--- config.mk ---
export PLATFORM = sky130hd
export DESIGN_NAME = dcache_tclean_seq
export DESIGN_NICKNAME = d
export VERILOG_FILES = /design/src/rtl/tcs_pkg.sv /design/src/rtl/tcs_line_state.sv /design/src/rtl/tcs_scan_pick.sv /design/src/rtl/dcache_tclean_seq.sv
export SDC_FILE = /design/constraint.sdc
export NUM_CORES = 1
export LEC_CHECK = 0
export CELL_PAD_IN_SITES_DETAIL_PLACEMENT = 1
export CELL_PAD_IN_SITES_GLOBAL_PLACEMENT = 1
export CORE_MARGIN = 5
export CORE_UTILIZATION = 42
export DETAILED_ROUTE_END_ITERATION = 7
export HOLD_SLACK_MARGIN = 0.12
export PLACE_DENSITY_LB_ADDON = 0.08
export SLEW_MARGIN = 20
export SYNTH_ARGS = -nofsm -noshare
export SYNTH_HDL_FRONTEND = slang
export SYNTH_SLANG_ARGS = --single-unit
--- constraint.sdc ---
create_clock -name clk -period 7.25 [get_ports clk]
set_input_delay 1.45 -clock clk [delete_from_list [all_inputs] [get_ports clk]]
set_output_delay 1.45 -clock clk [all_outputs]
set_load 0.05 [all_outputs]
--- src/rtl/tcs_pkg.sv ---
package tcs_pkg;
  typedef enum logic [1:0] {
    OP_TC      = 2'd0,
    OP_TCI     = 2'd1,
    OP_LINE_C  = 2'd2,
    OP_LINE_CI = 2'd3
  } tcs_op_e;

  typedef enum logic [1:0] {
    ST_IDLE  = 2'd0,
    ST_SCAN  = 2'd1,
    ST_WB    = 2'd2,
    ST_SWEEP = 2'd3
  } tcs_state_e;

  localparam int unsigned CLEAN_BIT = 30;

  // Status word: only the "all clean" bit carries information.
  function automatic logic [31:0] status_word(input logic all_clean);
    logic [31:0] w;
    w = '0;
    w[CLEAN_BIT] = all_clean;
    return w;
  endfunction

  function automatic logic op_is_test(input tcs_op_e op);
    return (op == OP_TC) || (op == OP_TCI);
  endfunction
endpackage

--- src/rtl/tcs_line_state.sv ---
module tcs_line_state #(
  parameter int unsigned SETS = 16,
  parameter int unsigned WAYS = 4,
  localparam int unsigned SET_W  = $clog2(SETS),
  localparam int unsigned WAY_W  = (WAYS > 1) ? $clog2(WAYS) : 1,
  localparam int unsigned LINES  = SETS * WAYS,
  localparam int unsigned LIDX_W = SET_W + WAY_W,
  localparam int unsigned CNT_W  = $clog2(LINES + 1)
) (
  input  logic              clk,
  input  logic              rst_n,
  input  logic              fill_en,
  input  logic [LIDX_W-1:0] fill_idx,
  input  logic              store_en,
  input  logic [LIDX_W-1:0] store_idx,
  input  logic              clr_en,
  input  logic [LIDX_W-1:0] clr_idx,
  input  logic              clr_inval,
  input  logic              sweep_en,
  input  logic [SET_W-1:0]  sweep_set,
  output logic [LINES-1:0]  valid_vec,
  output logic [LINES-1:0]  dirty_vec,
  output logic [CNT_W-1:0]  dirty_cnt,
  output logic [CNT_W-1:0]  cnt_next
);
  logic [LINES-1:0] valid_q, dirty_q, valid_n, dirty_n;
  logic [CNT_W-1:0] cnt_q;
  logic             inc;
  logic [CNT_W-1:0] dec;

  // Next-state of the line bits: clear and sweep win over a store to the same line.
  always_comb begin
    valid_n = valid_q;
    dirty_n = dirty_q;
    dec     = '0;
    if (fill_en) valid_n[fill_idx] = 1'b1;
    if (store_en && valid_q[store_idx]) dirty_n[store_idx] = 1'b1;
    if (clr_en) begin
      dirty_n[clr_idx] = 1'b0;
      if (clr_inval) valid_n[clr_idx] = 1'b0;
      dec = CNT_W'(dirty_q[clr_idx]);
    end
    if (sweep_en) begin
      for (int w = 0; w < WAYS; w++) begin
        valid_n[{sweep_set, WAY_W'(w)}] = 1'b0;
        dirty_n[{sweep_set, WAY_W'(w)}] = 1'b0;
        dec = dec + CNT_W'(dirty_q[{sweep_set, WAY_W'(w)}]);
      end
    end
    inc = store_en && !dirty_q[store_idx] && dirty_n[store_idx];
  end

  assign cnt_next = cnt_q + CNT_W'(inc) - dec;

  always_ff @(posedge clk) begin
    if (!rst_n) begin
      valid_q <= '0;
      dirty_q <= '0;
      cnt_q   <= '0;
    end else begin
      valid_q <= valid_n;
      dirty_q <= dirty_n;
      cnt_q   <= cnt_next;
    end
  end

  assign valid_vec = valid_q;
  assign dirty_vec = dirty_q;
  assign dirty_cnt = cnt_q;
endmodule

--- src/rtl/tcs_scan_pick.sv ---
module tcs_scan_pick #(
  parameter int unsigned LINES      = 64,
  parameter int unsigned SCAN_LINES = 4,
  localparam int unsigned LIDX_W = $clog2(LINES)
) (
  input  logic [LINES-1:0]  dirty_vec,
  input  logic [LIDX_W-1:0] ptr,
  output logic              found,
  output logic [LIDX_W-1:0] pick_idx
);
  logic [LIDX_W-1:0] win_idx [SCAN_LINES];
  logic [SCAN_LINES-1:0] hit;

  for (genvar k = 0; k < SCAN_LINES; k++) begin : g_win
    assign win_idx[k] = ptr + LIDX_W'(k);
    assign hit[k]     = dirty_vec[win_idx[k]];
  end

  // Lowest window offset wins.
  always_comb begin
    found    = |hit;
    pick_idx = ptr;
    for (int k = SCAN_LINES - 1; k >= 0; k--) begin
      if (hit[k]) pick_idx = win_idx[k];
    end
  end
endmodule

--- src/rtl/dcache_tclean_seq.sv ---
module dcache_tclean_seq
  import tcs_pkg::*;
#(
  parameter int unsigned SETS       = 16,
  parameter int unsigned WAYS       = 4,
  parameter int unsigned SCAN_LINES = 4,
  localparam int unsigned SET_W  = $clog2(SETS),
  localparam int unsigned WAY_W  = (WAYS > 1) ? $clog2(WAYS) : 1,
  localparam int unsigned LINES  = SETS * WAYS,
  localparam int unsigned LIDX_W = SET_W + WAY_W,
  localparam int unsigned CNT_W  = $clog2(LINES + 1)
) (
  input  logic             clk,
  input  logic             rst_n,
  input  logic             fill_en,
  input  logic [SET_W-1:0] fill_set,
  input  logic [WAY_W-1:0] fill_way,
  input  logic             store_en,
  input  logic [SET_W-1:0] store_set,
  input  logic [WAY_W-1:0] store_way,
  input  logic             req_valid,
  input  logic [1:0]       req_op,
  input  logic [31:0]      req_operand,
  output logic             req_ready,
  output logic             done,
  output logic [31:0]      status,
  output logic             zflag,
  output logic             wb_req,
  output logic [SET_W-1:0] wb_set,
  output logic [WAY_W-1:0] wb_way,
  input  logic             wb_ack
);
  // Set/way operand decode.
  function automatic logic [WAY_W-1:0] sw_way(input logic [31:0] word);
    return WAY_W'(word >> (32 - WAY_W));
  endfunction
  function automatic logic [SET_W-1:0] sw_set(input logic [31:0] word);
    return SET_W'(word >> 5);
  endfunction

  tcs_state_e        state_q;
  tcs_op_e           op_q;
  logic [31:0]       opnd_q;
  logic [LIDX_W-1:0] tgt_q, ptr_q, sw_idx;
  logic [SET_W-1:0]  sweep_q;
  logic              done_q;
  logic [31:0]       status_q;

  logic              clr_en, clr_inval, sweep_en;
  logic [LIDX_W-1:0] clr_idx;
  logic [LINES-1:0]  valid_vec, dirty_vec;
  logic [CNT_W-1:0]  dirty_cnt, cnt_next;
  logic              found;
  logic [LIDX_W-1:0] pick_idx;

  // Named internal events.
  logic ev_accept, ev_go_wb, ev_fin, ev_start_sweep, ev_sweep_last, ev_now_clean;

  tcs_line_state #(.SETS(SETS), .WAYS(WAYS)) u_lines (
    .clk       (clk),
    .rst_n     (rst_n),
    .fill_en   (fill_en),
    .fill_idx  ({fill_set, fill_way}),
    .store_en  (store_en),
    .store_idx ({store_set, store_way}),
    .clr_en    (clr_en),
    .clr_idx   (clr_idx),
    .clr_inval (clr_inval),
    .sweep_en  (sweep_en),
    .sweep_set (sweep_q),
    .valid_vec (valid_vec),
    .dirty_vec (dirty_vec),
    .dirty_cnt (dirty_cnt),
    .cnt_next  (cnt_next)
  );

  tcs_scan_pick #(.LINES(LINES), .SCAN_LINES(SCAN_LINES)) u_pick (
    .dirty_vec (dirty_vec),
    .ptr       (ptr_q),
    .found     (found),
    .pick_idx  (pick_idx)
  );

  assign sw_idx       = {sw_set(opnd_q), sw_way(opnd_q)};
  assign ev_accept    = (state_q == ST_IDLE) && req_valid;
  assign ev_now_clean = (cnt_next == '0);

  always_comb begin
    ev_go_wb  = 1'b0;
    ev_fin    = 1'b0;
    clr_en    = 1'b0;
    clr_idx   = tgt_q;
    clr_inval = 1'b0;
    sweep_en  = 1'b0;
    case (state_q)
      ST_SCAN: begin
        if (op_is_test(op_q)) begin
          if (found) ev_go_wb = 1'b1;
          else       ev_fin   = 1'b1;
        end else if (dirty_vec[sw_idx]) begin
          ev_go_wb = 1'b1;
        end else begin
          ev_fin = 1'b1;
          if (op_q == OP_LINE_CI) begin
            clr_en    = 1'b1;
            clr_idx   = sw_idx;
            clr_inval = 1'b1;
          end
        end
      end
      ST_WB: begin
        if (wb_ack) begin
          clr_en    = 1'b1;
          clr_inval = (op_q == OP_LINE_CI);
          ev_fin    = 1'b1;
        end
      end
      ST_SWEEP: sweep_en = 1'b1;
      default: ;
    endcase
  end

  assign ev_start_sweep = ev_fin && (op_q == OP_TCI) && ev_now_clean;
  assign ev_sweep_last  = (state_q == ST_SWEEP) && (sweep_q == SET_W'(SETS - 1));

  always_ff @(posedge clk) begin
    if (!rst_n) begin
      state_q  <= ST_IDLE;
      op_q     <= OP_TC;
      opnd_q   <= '0;
      tgt_q    <= '0;
      ptr_q    <= '0;
      sweep_q  <= '0;
      done_q   <= 1'b0;
      status_q <= status_word(1'b1);
    end else begin
      done_q <= 1'b0;
      case (state_q)
        ST_IDLE: if (ev_accept) begin
          op_q    <= tcs_op_e'(req_op);
          opnd_q  <= req_operand;
          state_q <= ST_SCAN;
        end
        ST_SCAN: begin
          if (op_is_test(op_q)) begin
            if (found) begin
              tgt_q <= pick_idx;
              ptr_q <= pick_idx + LIDX_W'(1);
            end else begin
              ptr_q <= ptr_q + LIDX_W'(SCAN_LINES);
            end
          end else begin
            tgt_q <= sw_idx;
          end
          if (ev_go_wb) state_q <= ST_WB;
        end
        ST_SWEEP: begin
          sweep_q <= sweep_q + SET_W'(1);
          if (ev_sweep_last) begin
            done_q   <= 1'b1;
            status_q <= status_word(ev_now_clean);
            state_q  <= ST_IDLE;
          end
        end
        default: ;
      endcase
      if (ev_fin) begin
        if (ev_start_sweep) begin
          sweep_q <= '0;
          state_q <= ST_SWEEP;
        end else begin
          done_q   <= 1'b1;
          status_q <= status_word(ev_now_clean);
          state_q  <= ST_IDLE;
        end
      end
    end
  end

  assign req_ready = (state_q == ST_IDLE);
  assign done      = done_q;
  assign status    = status_q;
  assign zflag     = status_q[CLEAN_BIT];
  assign wb_req    = (state_q == ST_WB);
  assign wb_set    = tgt_q[LIDX_W-1:WAY_W];
  assign wb_way    = tgt_q[WAY_W-1:0];
endmodule

Word level (Yosys, flattened, before mapping)
Cells that the tools add are included.
{"block": "word_totals", "regBits": 220, "output_inout_bits": 42}
{"block": "op_classes", "n_lt_le_gt_ge": 19, "n_bitwise": 17, "n_eq_ne": 10, "mux": 93, "n_reduce_logical": 25, "n_addsub": 12}
{"op": "$and 64x64->64", "n": 10}
{"op": "$mux 64", "n": 7}
{"op": "$mux 32", "n": 4}
{"op": "$not 64->64", "n": 2}
{"op": "$or 64x64->64", "n": 2}
{"op": "$lt 6x7->1 const B", "n": 12}
{"op": "$mux 6", "n": 11}
{"op": "$not 61->64", "n": 1}
{"op": "$not 62->64", "n": 1}
{"op": "$not 63->64", "n": 1}
{"op": "$bmux 1 s6", "n": 9}
{"op": "$ge 6x1->1 const B", "n": 7}
{"op": "$mux 1", "n": 38}
{"op": "$add 7x1->7", "n": 4}
{"op": "$demux 1 s6", "n": 3}
{"op": "$bmux 1 s4", "n": 4}
{"op": "$demux 1 s4", "n": 4}
{"op": "$logic_and 1x1->1", "n": 14}
{"op": "$add 6x1->6 const B", "n": 2}
{"op": "$add 6x2->6 const B", "n": 2}
{"op": "$mux 4", "n": 3}
{"op": "$mux 2", "n": 5}
{"op": "$logic_not 7->1", "n": 1}
{"op": "$mux 7", "n": 1}
{"op": "19 further kinds", "n": 28}

Depth between registers and ports, before layout
{"block": "depth", "word_depth": 27, "depth_mapped": 39, "ltp_nobuf": 33}

By module
From an unflattened synthesis, not the netlist that was laid out.
{"block": "unflattened", "cells_unflattened": 1761, "area_unflattened_um2": 15275.9}
{"module": "tcs_line_state", "cells_per_inst": 1166, "seq_area_each_um2": 2702.6, "area_each_um2": 9120.0, "instances": 1}
{"module": "tcs_scan_pick", "cells_per_inst": 289, "seq_area_each_um2": 0.0, "area_each_um2": 3151.8, "instances": 1}
{"module": "dcache_tclean_seq", "cells_per_inst": 306, "seq_area_each_um2": 1181.1, "area_each_um2": 3004.1, "instances": 1}

Least setup slack after synthesis
OpenSTA, ideal clock, no wires.
{"block": "synth_timing", "kind": "reg2reg", "from": "register opnd_q[30]", "to": "register status_q[0], in the netlist status[0]", "path_slack_ns": -0.003, "period_less_slack_ns": 7.253, "required_ns": 7.189, "path_stages_with_launch": 34, "n_path_buf": 6, "arrival_ns": 7.192, "path_cell_list": "dfxtp_1 buf_2 buf_4 mux2i_1 a22oi_1 a21boi_0 o41ai_1 buf_2 nand2_1 buf_2 o31ai_1 clkbuf_1 nand3b_1 o2111a_1 nand4_1 nor3_1 ha_1 inv_1 fa_1 inv_1 ha_1 fa_1 nand2_1 ha_1 fa_1 a21o_1 a21oi_1 xnor2_1 or4_1 nor4_1 a21oi_1 nor2_1 clkbuf_1 and2_1"}
{"block": "synth_via", "elab_chain_len": 26, "elab_cells_between_ends": 43}
{"element": "from (decl)", "line_no": "dcache_tclean_seq.sv:43", "source": "logic [31:0] opnd_q;"}
{"element": "from (signal assigned)", "line_no": "dcache_tclean_seq.sv:141", "source": "opnd_q <= req_operand;"}
{"element": "$bmux 1 s6", "line_no": "dcache_tclean_seq.sv:100", "source": "end else if (dirty_vec[sw_idx]) begin"}
{"element": "$mux 1 (implied by the code)", "line_no": "dcache_tclean_seq.sv:100"}
{"element": "$mux 6", "line_no": "dcache_tclean_seq.sv:100"}
{"element": "$mux 6", "line_no": "dcache_tclean_seq.sv:97", "source": "if (op_is_test(op_q)) begin"}
{"element": "$mux 6", "line_no": "dcache_tclean_seq.sv:95", "source": "case (state_q)"}
{"element": "$lt 6x7->1 (implied by the code) or $ge 6x1->1 (tied branches)", "line_no": "tcs_line_state.sv:39", "source": "dirty_n[clr_idx] = 1'b0;"}
{"element": "$logic_and 1x1->1 (implied by the code)", "line_no": "tcs_line_state.sv:39"}
{"element": "$mux 1 (implied by the code)", "line_no": "tcs_line_state.sv:39"}
{"element": "(+10 left out)"}
{"element": "$mux 1 (implied by the code)", "line_no": "tcs_line_state.sv:50", "source": "inc = store_en && !dirty_q[store_idx] && dirty_n[store_idx];"}
{"element": "$logic_and 1x1->1", "line_no": "tcs_line_state.sv:50"}
{"element": "$add 7x1->7", "line_no": "tcs_line_state.sv:53", "source": "assign cnt_next = cnt_q + CNT_W'(inc) - dec;"}
{"element": "$sub 7x7->7", "line_no": "tcs_line_state.sv:53"}
{"element": "$logic_not 7->1", "line_no": "dcache_tclean_seq.sv:86", "source": "assign ev_now_clean = (cnt_next == '0);"}
{"element": "$logic_and 1x1->1", "line_no": "dcache_tclean_seq.sv:123", "source": "assign ev_start_sweep = ev_fin && (op_q == OP_TCI) && ev_now_clean;"}
{"element": "$mux 32", "line_no": "dcache_tclean_seq.sv:168", "source": "if (ev_start_sweep) begin"}
{"element": "$mux 32 (*)", "line_no": "dcache_tclean_seq.sv:167", "source": "if (ev_fin) begin"}
{"element": "to (signal assigned)", "line_no": "dcache_tclean_seq.sv:135", "source": "status_q <= status_word(1'b1);"}
{"element": "to (signal assigned)", "line_no": "dcache_tclean_seq.sv:161", "source": "status_q <= status_word(ev_now_clean);"}
{"element": "to (signal assigned)", "line_no": "dcache_tclean_seq.sv:173", "source": "status_q <= status_word(ev_now_clean);"}
{"element": "to (decl)", "line_no": "dcache_tclean_seq.sv:47", "source": "logic [31:0] status_q;"}
Mark *: on every way between the ends. The rest lies on a longest branch, timed or not. The select of a mux whose other input is x is not followed.
A chain may end at the register's enable or synchronous reset.

Final worst setup path
{"block": "layout_timing", "from": "register opnd_q[5]", "to": "register status_q[28], in the netlist status[28]"}
Same word-level chain as after synthesis.

==> flow_metrics.py <==
metrics = {
    "clock_network": {
        "clock_path_buffers": 2,
        "cts_max_level": 4,
        "cts.sinks": 194,
        "cts_tree": "done",
        "cts-root-buf": "clkbuf_16",
        "cts_made_buffers": 17,
        "clk_pin_slew_ps": 80,
        "clk_latency_ps": 470,
    },
    "setup_path": {
        "cp_max_fo": 9,
        "startpoint_type": "flip-flop",
        "critPathSlowestCell": "fa_2",
        "cp_common_cell": "buf_4",
        "worst_ep_arrival_time_ps": 7920,
        "path_class": "reg2reg",
        "end_kind": "flip-flop",
        "cp_slowest_stage_delay_ps": 610,
        "required_ps": 7660,
    },
    "finish": {
        "final_core_util_pct": 52.4,
        "area_delta_synth_final_pct": 23.6,
        "drive_above_1_share_pct": 23.7,
        "n_antenna_cell": 0,
        "fin_cells": 2517,
        "final_cell_mix": "buf_4 (240), dfxtp_1 (190), a21oi_1 (184)",
        "nFillCells": 4295,
        "seqCellArea_sq_um": 3900,
        "multiInputGateArea_sq_um": 11000,
        "final_nets": 2117,
        "mostFrequentLayoutCell": "buf_4",
    },
    "global_route": {
        "grt_pass1_wl_microns": 115000,
        "grtUsageMet2_pct": 57.9,
        "antenna_found_initial": 0,
        "grt_overflow": 0,
        "met1_usage_pct": 46.4,
        "busiest_layer": "met2",
        "grt_max_degree": 61,
        "grt_pass1_vias": 17688,
        "grt_use_total_pct": 37.0,
        "grtUsageMet3_pct": 8.66,
    },
    "timing": {
        "slew_viol_final": 0,
        "tns_ps": -7840,
        "max_slew_margin_pct": 18.6,
        "clock_skew_ps": 14.4,
        "hold_slack_ps": 461,
        "finalHoldViolations": 0,
        "fin_crit_ps": 7510,
        "worst_pin_slew_ps": 1210,
        "rsz0062_at_grt": "yes",
        "setup_viol": 37,
        "timing.fmax_mhz": 133,
        "finalCritPeriodShare_pct": 104,
        "finalWorstSetupSlack_ps": -260,
    },
    "synth": {
        "ys_seq_area_share_pct": 25.1,
        "syn_inst": 1880,
        "synth.yosys.warnings": 0,
        "async_flop_share_pct": 0,
        "syn-cell-area_sq_um": 15500,
        "synth_seq_cells": 194,
        "synth_edf_count": 0,
        "ys_types": 89,
        "synthFlopType": "dfxtp_1",
        "avgSynthCellArea_sq_um": 8.24,
        "synth_fp_nets": 1960,
    },
    "floorplan": {
        "start_util_pct": 42.4,
        "core_area_sq_um": 36500,
        "pin_count": 94,
        "die_area_sq_um": 40800,
        "die_x_microns": 202,
        "die_h_microns": 202,
        "num_rows": 70,
    },
    "outcome": {
        "violations": "negative setup slack",
        "status": "finished with violations",
    },
    "drt": {
        "drc_errors": 0,
        "wirelength_microns": 79000,
        "vias": 17356,
        "vias_per_cell": 6.90,
        "first_iter_violations": 1840,
        "wire_per_inst_microns": 31.4,
        "dr.pass1.iters": 6,
        "ant_nets": 0,
    },
    "power": {
        "power_leakage_nw": 6.83,
        "powerDensity_nw_per_um2": 204,
        "ir_drop_v": 0.000216,
    },
    "flow_run": {
        "maxCapViolations": 0,
    },
    "placed_design": {
        "globalplace.congestion": 1.02,
        "hpwl_microns": 57500,
        "port_buffers": 67,
        "place_inst": 2467,
    },
    "worst_hold_path": {
        "min_path_type": "reg2reg",
    },
}
[worst max-delay path: cells and delay by family, from the launching register on]
kind,cells,cell delay [ps]
adders and majority gates,6,2180
xor gates and xnor gates,1,100
DFF,1,380
and+or+nand+nor,9,1350
muxes,1,190
AOI/OAI and AO/OA,8,1700
buffers and inverters,10,1510
[cells by family after synthesis]
family	synth area share, %
fa+ha+maj	2.41
simple gates	18.5
compound gates	26.2
buf+inv	6.47
xor+xnor	1.63
mux	19.7
flops	25.1
[per-stage QoR]
| step | cell area, sq um | total power, mW | worst slack (ps) |
|---|---|---|---|
| after floorplan | 15500 | 2.20 | 71.1 |
| final | 19100 | 3.92 | -260 |
| after global routing | 19100 | 4.07 | -588 |
| after detailed placement | 17900 | 2.76 | -662 |
| after CTS | 18900 | 3.83 | -43.1 |
| after global placement | 17900 | 2.72 | -568 |
[repair_timing]
action	4_1_cts	5_1_grt
setup buffers	8	8
resized for setup	56	44
pin swaps	13	17
hold buffers	0	0
gates cloned	2	2
endpoints found under the setup margin	39	39
[registers in the layout, summed over array words and instances, names as in the netlist]
signal             flops
status                32
op_q                   2
tgt_q                  6
done                   1
u_lines.valid_vec     64
u_lines.dirty_vec     64
ptr_q                  6
opnd_q                 6
sweep_q                4
state_q                2
u_lines.dirty_cnt      7
[per-layer routing]
metal,wire [microns],share of wire (%),vias up
met5,0,0,-
met1,31000,39,8620
met3,7010,8.9,330
met4,5660,7.2,0
li1,-,-,7447
met2,35400,45,959
[layout make-up]
cell class | instances | share of cell area (%)
sequential | 194 | 20.3
timing repair buffer | 331 | 15.0
multi-input combinational | 1448 | 57.7
clock inverter | 10 | 0.640
tap | 468 | 3.06
clock buffer | 21 | 2.46
inverter | 45 | 0.882
[worst paths after layout]
check	startpoint	depth (start not counted)	to	slack (ps)
worst max-delay path	opnd_q[5]	35	status[28]	-260
worst min-delay path	status[14]	1	status[14]	460
worst max register to register	opnd_q[5]	35	status[28]	-260
worst min register to register	status[14]	1	status[14]	460
[synth_stat cells, types with 35 or more instances]
cell type,instances,area [sq um]
nand2b_1,35,219
mux4_2,58,1310
a211oi_1,113,848
mux2i_1,114,1140
o21ai_0,48,240
and2_1,56,350
nor3_1,59,295
nand2_1,128,480
mux2_2,35,394
inv_1,41,154
a21oi_1,193,966
nor2_1,115,432
o22ai_1,54,338
nand3_1,52,260
clkbuf_1,120,450
dfxtp_1,194,3880
[where the power goes]
group	switching (mW)	leakage (nW)	internal [mW]
Clock	0.470	0.295	0.539
Sequential	0.0679	1.57	1.11
Combinational	1.02	4.97	0.706
Total	1.56	6.83	2.35
(Power assumes the default switching activity.)
